<file path="config.mk">
export PLATFORM = sky130hd
export DESIGN_NAME = resv_unit
export DESIGN_NICKNAME = d
export VERILOG_FILES = /design/src/rtl/resv_pkg.sv /design/src/rtl/resv_align_chk.sv /design/src/rtl/resv_store.sv /design/src/rtl/resv_ctrl.sv /design/src/rtl/resv_unit.sv
export SDC_FILE = /design/constraint.sdc
export NUM_CORES = 1
export LEC_CHECK = 0
export BUFFER_PORTS_ARGS = -buffer_cell sky130_fd_sc_hd__buf_2
export CAP_MARGIN = 20
export CELL_PAD_IN_SITES_DETAIL_PLACEMENT = 0
export CELL_PAD_IN_SITES_GLOBAL_PLACEMENT = 1
export CORE_AREA = 2 2 140 244
export CTS_BUF_LIST = sky130_fd_sc_hd__clkbuf_8
export DETAILED_ROUTE_END_ITERATION = 10
export DIE_AREA = 0 0 142 246
export PLACE_DENSITY_LB_ADDON = 0.08
export SLEW_MARGIN = 15
export SYNTH_ARGS = -nofsm -noshare
export SYNTH_HDL_FRONTEND = slang
export SYNTH_SLANG_ARGS = --single-unit
</file>
<file path="constraint.sdc">
create_clock -name clk -period 2.3 [get_ports clk]
set_input_delay 0.46 -clock clk [delete_from_list [all_inputs] [get_ports clk]]
set_output_delay 0.46 -clock clk [all_outputs]
set_load 0.01 [all_outputs]
</file>
<file path="src/rtl/resv_pkg.sv">
package resv_pkg;

  typedef enum logic {
    OP_LRES  = 1'b0,
    OP_SCOND = 1'b1
  } resv_op_e;

  typedef enum logic [1:0] {
    ST_IDLE = 2'd0,
    ST_MEM  = 2'd1,
    ST_RESP = 2'd2
  } resv_state_e;

  localparam int CR_SO = 0;
  localparam int CR_EQ = 1;
  localparam int CR_GT = 2;
  localparam int CR_LT = 3;

  // Condition field of a conditional store: only SO and EQ can be set.
  function automatic logic [3:0] cr_build(logic so, logic eq);
    logic [3:0] c;
    c        = '0;
    c[CR_SO] = so;
    c[CR_EQ] = eq;
    c[CR_GT] = 1'b0;
    c[CR_LT] = 1'b0;
    return c;
  endfunction

endpackage

</file>
<file path="src/rtl/resv_align_chk.sv">
module resv_align_chk #(
  parameter int ADDR_W = 64
) (
  input  logic [ADDR_W-1:0] addr,
  input  logic              dword,
  input  logic              mode32,
  output logic              misaligned,
  output logic [ADDR_W-1:0] eff_addr
);
  localparam int HI_W = ADDR_W - 32;

  function automatic logic low_bits_bad(logic [2:0] lo, logic dw);
    if (dw) return (lo != 3'b000);
    return (lo[1:0] != 2'b00);
  endfunction

  function automatic logic [ADDR_W-1:0] narrow(logic [ADDR_W-1:0] a, logic m32);
    if (m32) return {{HI_W{1'b0}}, a[31:0]};
    return a;
  endfunction

  // Alignment is judged on the untruncated address.
  always_comb begin
    misaligned = low_bits_bad(addr[2:0], dword);
    eff_addr   = narrow(addr, mode32);
  end

endmodule

</file>
<file path="src/rtl/resv_store.sv">
module resv_store #(
  parameter int ADDR_W = 64
) (
  input  logic              clk,
  input  logic              rst_n,
  input  logic              set_en,
  input  logic [ADDR_W-1:0] set_addr,
  input  logic              inval,
  input  logic [ADDR_W-1:0] cmp_addr,
  output logic              valid,
  output logic [ADDR_W-1:0] addr_q,
  output logic              hit
);

  always_ff @(posedge clk or negedge rst_n) begin
    if (!rst_n) begin
      valid  <= 1'b0;
      addr_q <= '1;
    end else if (inval) begin
      valid  <= 1'b0;
      addr_q <= '1;
    end else if (set_en) begin
      valid  <= 1'b1;
      addr_q <= set_addr;
    end
  end

  // Separate valid flag: all-ones can never match by accident.
  always_comb hit = valid && (addr_q == cmp_addr);

endmodule

</file>
<file path="src/rtl/resv_ctrl.sv">
module resv_ctrl
  import resv_pkg::*;
#(
  parameter int ADDR_W = 64,
  parameter int DATA_W = 64
) (
  input  logic              clk,
  input  logic              rst_n,
  input  logic              req_valid,
  output logic              req_ready,
  input  logic              req_op,
  input  logic              req_dword,
  input  logic [DATA_W-1:0] req_wdata,
  input  logic              req_so,
  input  logic              misaligned,
  input  logic [ADDR_W-1:0] eff_addr,
  input  logic              resv_hit,
  output logic              resv_set,
  output logic [ADDR_W-1:0] resv_set_addr,
  output logic              sc_accept,
  output logic              fault_evt,
  output logic              mem_req,
  output logic              mem_we,
  output logic              mem_wide,
  output logic [ADDR_W-1:0] mem_addr,
  output logic [DATA_W-1:0] mem_wdata,
  input  logic              mem_ack,
  input  logic [DATA_W-1:0] mem_rdata,
  output logic              done,
  output logic              fault,
  output logic [DATA_W-1:0] rdata,
  output logic [3:0]        cr_field
);
  localparam int WORD_W = 32;
  localparam int PAD_W  = DATA_W - WORD_W;

  function automatic logic [DATA_W-1:0] size_fit(logic [DATA_W-1:0] d, logic dw);
    if (dw) return d;
    return {{PAD_W{1'b0}}, d[WORD_W-1:0]};
  endfunction

  resv_state_e       state;
  resv_op_e          op_q;
  logic              dw_q, so_q, ok_q;
  logic [ADDR_W-1:0] addr_q;
  logic [DATA_W-1:0] wdata_q, rdata_q;
  logic              accept_ok, need_mem, is_sc_in;

  always_comb begin
    is_sc_in  = (req_op == OP_SCOND);
    fault_evt = (state == ST_IDLE) && req_valid && misaligned;
    accept_ok = (state == ST_IDLE) && req_valid && !misaligned;
    sc_accept = accept_ok && is_sc_in;
    need_mem  = !is_sc_in || resv_hit;
  end

  always_ff @(posedge clk or negedge rst_n) begin
    if (!rst_n) begin
      state   <= ST_IDLE;
      op_q    <= OP_LRES;
      dw_q    <= 1'b0;
      so_q    <= 1'b0;
      ok_q    <= 1'b0;
      addr_q  <= '0;
      wdata_q <= '0;
      rdata_q <= '0;
    end else begin
      unique case (state)
        ST_IDLE: if (accept_ok) begin
          op_q    <= resv_op_e'(req_op);
          dw_q    <= req_dword;
          so_q    <= req_so;
          ok_q    <= need_mem;
          addr_q  <= eff_addr;
          wdata_q <= size_fit(req_wdata, req_dword);
          rdata_q <= '0;
          state   <= need_mem ? ST_MEM : ST_RESP;
        end
        ST_MEM: if (mem_ack) begin
          if (op_q == OP_LRES) rdata_q <= size_fit(mem_rdata, dw_q);
          state <= ST_RESP;
        end
        ST_RESP: state <= ST_IDLE;
        default: state <= ST_IDLE;
      endcase
    end
  end

  always_comb begin
    req_ready     = (state == ST_IDLE);
    mem_req       = (state == ST_MEM);
    mem_we        = (op_q == OP_SCOND);
    mem_wide      = dw_q;
    mem_addr      = addr_q;
    mem_wdata     = wdata_q;
    resv_set      = (state == ST_MEM) && mem_ack && (op_q == OP_LRES);
    resv_set_addr = addr_q;
    done          = fault_evt || (state == ST_RESP);
    fault         = fault_evt;
    rdata         = (state == ST_RESP) ? rdata_q : '0;
    cr_field      = ((state == ST_RESP) && (op_q == OP_SCOND)) ? cr_build(so_q, ok_q) : 4'b0000;
  end

endmodule

</file>
<file path="src/rtl/resv_unit.sv">
module resv_unit #(
  parameter int ADDR_W = 64,
  parameter int DATA_W = 64
) (
  input  logic              clk,
  input  logic              rst_n,
  input  logic              req_valid,
  output logic              req_ready,
  input  logic              req_op,
  input  logic              req_dword,
  input  logic [ADDR_W-1:0] req_addr,
  input  logic [DATA_W-1:0] req_wdata,
  input  logic              req_mode32,
  input  logic              req_so,
  output logic              mem_req,
  output logic              mem_we,
  output logic              mem_wide,
  output logic [ADDR_W-1:0] mem_addr,
  output logic [DATA_W-1:0] mem_wdata,
  input  logic              mem_ack,
  input  logic [DATA_W-1:0] mem_rdata,
  output logic              done,
  output logic              fault,
  output logic [DATA_W-1:0] rdata,
  output logic [3:0]        cr_field
);

  logic              misaligned;
  logic [ADDR_W-1:0] eff_addr;
  logic              resv_hit, resv_set, resv_valid, sc_accept, fault_evt;
  logic [ADDR_W-1:0] resv_set_addr, resv_addr;

  resv_align_chk #(.ADDR_W(ADDR_W)) u_align (
    .addr       (req_addr),
    .dword      (req_dword),
    .mode32     (req_mode32),
    .misaligned (misaligned),
    .eff_addr   (eff_addr)
  );

  resv_store #(.ADDR_W(ADDR_W)) u_store (
    .clk      (clk),
    .rst_n    (rst_n),
    .set_en   (resv_set),
    .set_addr (resv_set_addr),
    .inval    (sc_accept),
    .cmp_addr (eff_addr),
    .valid    (resv_valid),
    .addr_q   (resv_addr),
    .hit      (resv_hit)
  );

  resv_ctrl #(.ADDR_W(ADDR_W), .DATA_W(DATA_W)) u_ctrl (
    .clk           (clk),
    .rst_n         (rst_n),
    .req_valid     (req_valid),
    .req_ready     (req_ready),
    .req_op        (req_op),
    .req_dword     (req_dword),
    .req_wdata     (req_wdata),
    .req_so        (req_so),
    .misaligned    (misaligned),
    .eff_addr      (eff_addr),
    .resv_hit      (resv_hit),
    .resv_set      (resv_set),
    .resv_set_addr (resv_set_addr),
    .sc_accept     (sc_accept),
    .fault_evt     (fault_evt),
    .mem_req       (mem_req),
    .mem_we        (mem_we),
    .mem_wide      (mem_wide),
    .mem_addr      (mem_addr),
    .mem_wdata     (mem_wdata),
    .mem_ack       (mem_ack),
    .mem_rdata     (mem_rdata),
    .done          (done),
    .fault         (fault),
    .rdata         (rdata),
    .cr_field      (cr_field)
  );

endmodule

</file>
==> metrics.md <==
| Metric | Value |
|---|---|
| Status | finished, final reports clean |
| Antenna-violating nets left | 0 |
| Worst-path fanout max | 2 |
| Core ar. | 32920 sq um |
| Number of global-route vias before repair | 9989 |
| DR vias | 9831 |
| Die W | 142 microns |
| H-tree Lvls | 2 |
| Sw Ratio | 0.3086 |
| TritonCTS buffer count | 44 |
| Fillcell total | 3277 |
| Slew of the pin with the lowest slew margin | 522.3 ps |
| Gr ovfl total | 0 |
| Maxcap violations | 0 |
| Final setup violation count | 0 |
| Hold Path End | u_ctrl.mem_wdata[5] |
| Logic pwr share | 0.208 |
| Slowest CP cell | dfstp_2 |
| DR pass1 iterations | 4 |
| Nets | 1789 |
| Arr. time, crit path | 2710 ps |
| FF+latch count, synth | 263 |
| Final WL | 37550 microns |
| Global placement routability congestion | 0.7932 |
| Final setup skew | 29.97 ps |
| Worst-path cell chain | inv_1, a2111o_1, nor4_2, nand4_1, or4_4, buf_4, a2bb2oi_1 |
| P_sw | 4.235 mW |
| Syn. warnings | 0 |
| Reg-to-Reg End | u_ctrl.state[1] |
| RR Startpoint | u_store.addr_q[11] |
| Number of I/O port buffers | 399 |
| FF-to-FF setup slack | 50 ps |
| GRT Total Usage | 0.2090 |
| Highest clock rate | 0.4438 GHz |
| Final Hold Viols | 0 |
| P&R area growth vs syn | 33.66% |
| First-pass GRT wire length | 56570 microns |
| CTS clock-pin slew for the worst setup and hold paths | 60 ps |
| Hold Path Origin | req_wdata[5] |
| Largest net degree at the start of global routing | 88 |
| Critical path startpoint category | flip-flop |
| Max-slew violation count | 0 |
| I/O Pins | 402 |
| Clock Root Buffer | clkbuf_8 |
| Hold crit path type | in -> reg |
| Initial antenna violation count | 8 |
| Ratio of cells with drive above 1 in the final layout | 0.3740 |
| CTS tree | yes |
| Synth cell types | 55 |
| Final Critical Period | 2253 ps |
| Die footprint | 34930 sq um |
| Cell area after synthesis | 11420 sq um |
| Buf/Inv on CP | 2 |
| Reg power frac | 0.484 |
| CTS Sinks | 263 |
| DR WL/cell | 18.48 microns |
| Cells after synthesis | 1169 |
| Placed instance area | 14150 sq um |
| CP top delay family | simple AND/OR/NAND/NOR gates |
| Required time of the worst setup path | 2760 ps |
| Clock buffer depth | 3 |
| Final instance area | 15260 sq um |
| P_int | 9.490 mW |
| Hold Path Stages | 3 |
| RSZ-0062 raised after global routing | true |
| Endpoint type of the worst setup path | flip-flop |
| Layout Cells excl Fill | 2032 |
| Clock power share | 0.308 |
| Clk_lat worst skew | 590 ps |
| Avg Synthesized Cell Area | 9.766 sq um |
| Vias per cell | 4.838 |
| Synth Flop Type | dfrtp_1 |
| EDFF count, synth | 0 |
| Post-synth ARST share | 1.000 |
| First DRT Iteration DRCs | 353 |
| Register area share after synthesis | 0.5835 |
| CP Class | reg -> reg |
| Slew margin rel. | 0.6518 |
| Pwr dens | 899.5 nW/um^2 |
| Pleak | 7.913 nW |
| Crit-path max cell delay | 530 ps |
| Starting density of the core | 0.3468 |
| HPWL Detailed | 26650 microns |
| Cell Count Post-Placement | 1940 |
| VDD IR-drop max | 551.4 uV |
| DRC errors left | 0 |
| Die Ht | 246 microns |
| # rows | 88 |
| Setup Total Neg Slack | 0 ps |
| Reg2Reg Depth | 7 |
| Crit share post-route | 0.9797 |
==> layout make-up <==
cell class,count,area (sq um),area share
inverter,16,60.06,0.003936
tap,405,506.7,0.03321
antenna,4,10.01,0.0006560
clock inverter,26,145.1,0.009512
timing repair buffer,450,2633,0.1725
multi-input combinational,814,4497,0.2947
clock buffer,54,743.2,0.04871
sequential,263,6664,0.4367
==> through the flow <==
step                setup slack [ps]  hold slack, ps  power [mW]    util
floorplan                      90.86           164.4       8.093       -
global placement              -182.9           436.1       9.533  0.4299
detailed placement            -214.0           440.9       9.588  0.4299
CTS                           -4.535           7.349       13.93  0.4594
global route                  -30.77           21.24       14.55  0.4634
finish                         46.63           48.38       13.72  0.4635
==> flip-flops by register name (all words and copies together) (netlist names) <==
register          count
u_store.valid         1
u_ctrl.so_q           1
u_ctrl.rdata_q       64
u_ctrl.ok_q           1
u_ctrl.state          2
u_ctrl.mem_addr      64
u_ctrl.mem_wdata     64
u_ctrl.mem_wide       1
u_ctrl.mem_we         1
u_store.addr_q       64
==> how the worst max path moves through the flow <==
| stage | from | end | slack [ps] | cells past startpoint |
|---|---|---|---|---|
| 2_1_floorplan | u_store.addr_q[11] | u_ctrl.ok_q | 90 | 6 |
| 3_3_place_gp | req_addr[6] | u_ctrl.ok_q | -180 | 7 |
| 3_5_place_dp | req_addr[6] | u_ctrl.ok_q | -210 | 7 |
| 4_1_cts | u_ctrl.state[0] | rdata[46] | -5 | 3 |
| 5_1_grt | u_store.addr_q[11] | u_ctrl.state[1] | -30 | 7 |
| 6_report | u_store.addr_q[11] | u_ctrl.state[1] | 50 | 7 |
==> layout by cell type (no fill, tap or decap), drive strengths merged, types with 2 or more instances in the layout <==
cell | Yosys | layout
a2111oi | 2 | 2
a221oi | 3 | 3
a22o | 33 | 33
a31oi | 7 | 7
and2 | 67 | 67
and3 | 4 | 4
buf | 23 | 447
clkbuf | 55 | 56
clkinv | 0 | 2
conb | 1 | 2
dfrtp | 199 | 199
dfstp | 64 | 64
diode | 0 | 4
inv | 16 | 38
nand2 | 385 | 385
nand2b | 15 | 15
nand3 | 33 | 33
nand4 | 5 | 5
nor2 | 25 | 25
nor2b | 8 | 9
nor3 | 2 | 2
nor4 | 5 | 5
nor4bb | 7 | 7
o2111a | 2 | 2
o2111ai | 5 | 5
o21ai | 80 | 80
o22a | 65 | 65
o22ai | 4 | 4
o32ai | 3 | 3
or2 | 2 | 2
xnor2 | 19 | 19
xor2 | 13 | 13
==> Yosys cell counts (all sizes together), types with 7 or more instances <==
| cell | count | share of area |
|---|---|---|
| xor2 | 13 | 0.010 |
| and2 | 67 | 0.037 |
| inv | 16 | 0.0053 |
| nor2 | 25 | 0.0082 |
| buf | 23 | 0.0091 |
| o21ai | 80 | 0.035 |
| o22a | 65 | 0.050 |
| dfstp | 64 | 0.15 |
| dfrtp | 199 | 0.44 |
| a31oi | 7 | 0.0038 |
| a22o | 33 | 0.025 |
| nand2b | 15 | 0.0082 |
| nand2 | 385 | 0.13 |
| nand3 | 33 | 0.014 |
| nor2b | 8 | 0.0050 |
| clkbuf | 55 | 0.018 |
| nor4bb | 7 | 0.0061 |
| xnor2 | 19 | 0.015 |
==> worst min-delay path, cell delays in order <==
cell and delay [ps]:
buf_2 70, nand2_1 40, nand2_1 40
==> layer usage <==
metal,share of wire,global-route usage,vias up
met5,0.0014,0,-
li1,-,-,4767
met2,0.53,0.3774,321
met4,0.031,0.07441,8
met3,0.067,0.05734,71
met1,0.37,0.2335,4664
==> timing repair <==
item,CTS,global route
pin swaps,6,0
gates resized for setup,8,19
setup endpoints to repair,71,56
setup buffers,3,1
gates cloned,1,3
hold endpoints to repair,32,0
hold buffers,1,0
==> cell families after synthesis <==
group | after synthesis | share of synthesized area
muxes | 1 | 0.0008768
and+or+nand+nor | 564 | 0.2203
other | 1 | 0.0003285
xor gates and xnor gates | 32 | 0.02455
buffers and inverters | 94 | 0.03244
AOI/OAI and AO/OA | 214 | 0.1380
DFF | 263 | 0.5835
==> power groups by stage <==
| stage | registers [mW] | clock network [mW] | logic (mW) |
|---|---|---|---|
| after floorplan | 6.74 | 0 | 1.35 |
| after global placement | 6.69 | 0 | 2.85 |
| after detailed placement | 6.72 | 0 | 2.87 |
| after CTS | 6.65 | 4.37 | 2.90 |
| after global routing | 6.79 | 4.58 | 3.18 |
| final | 6.65 | 4.22 | 2.85 |
No activity file was read; power rests on OpenSTA's default activity.
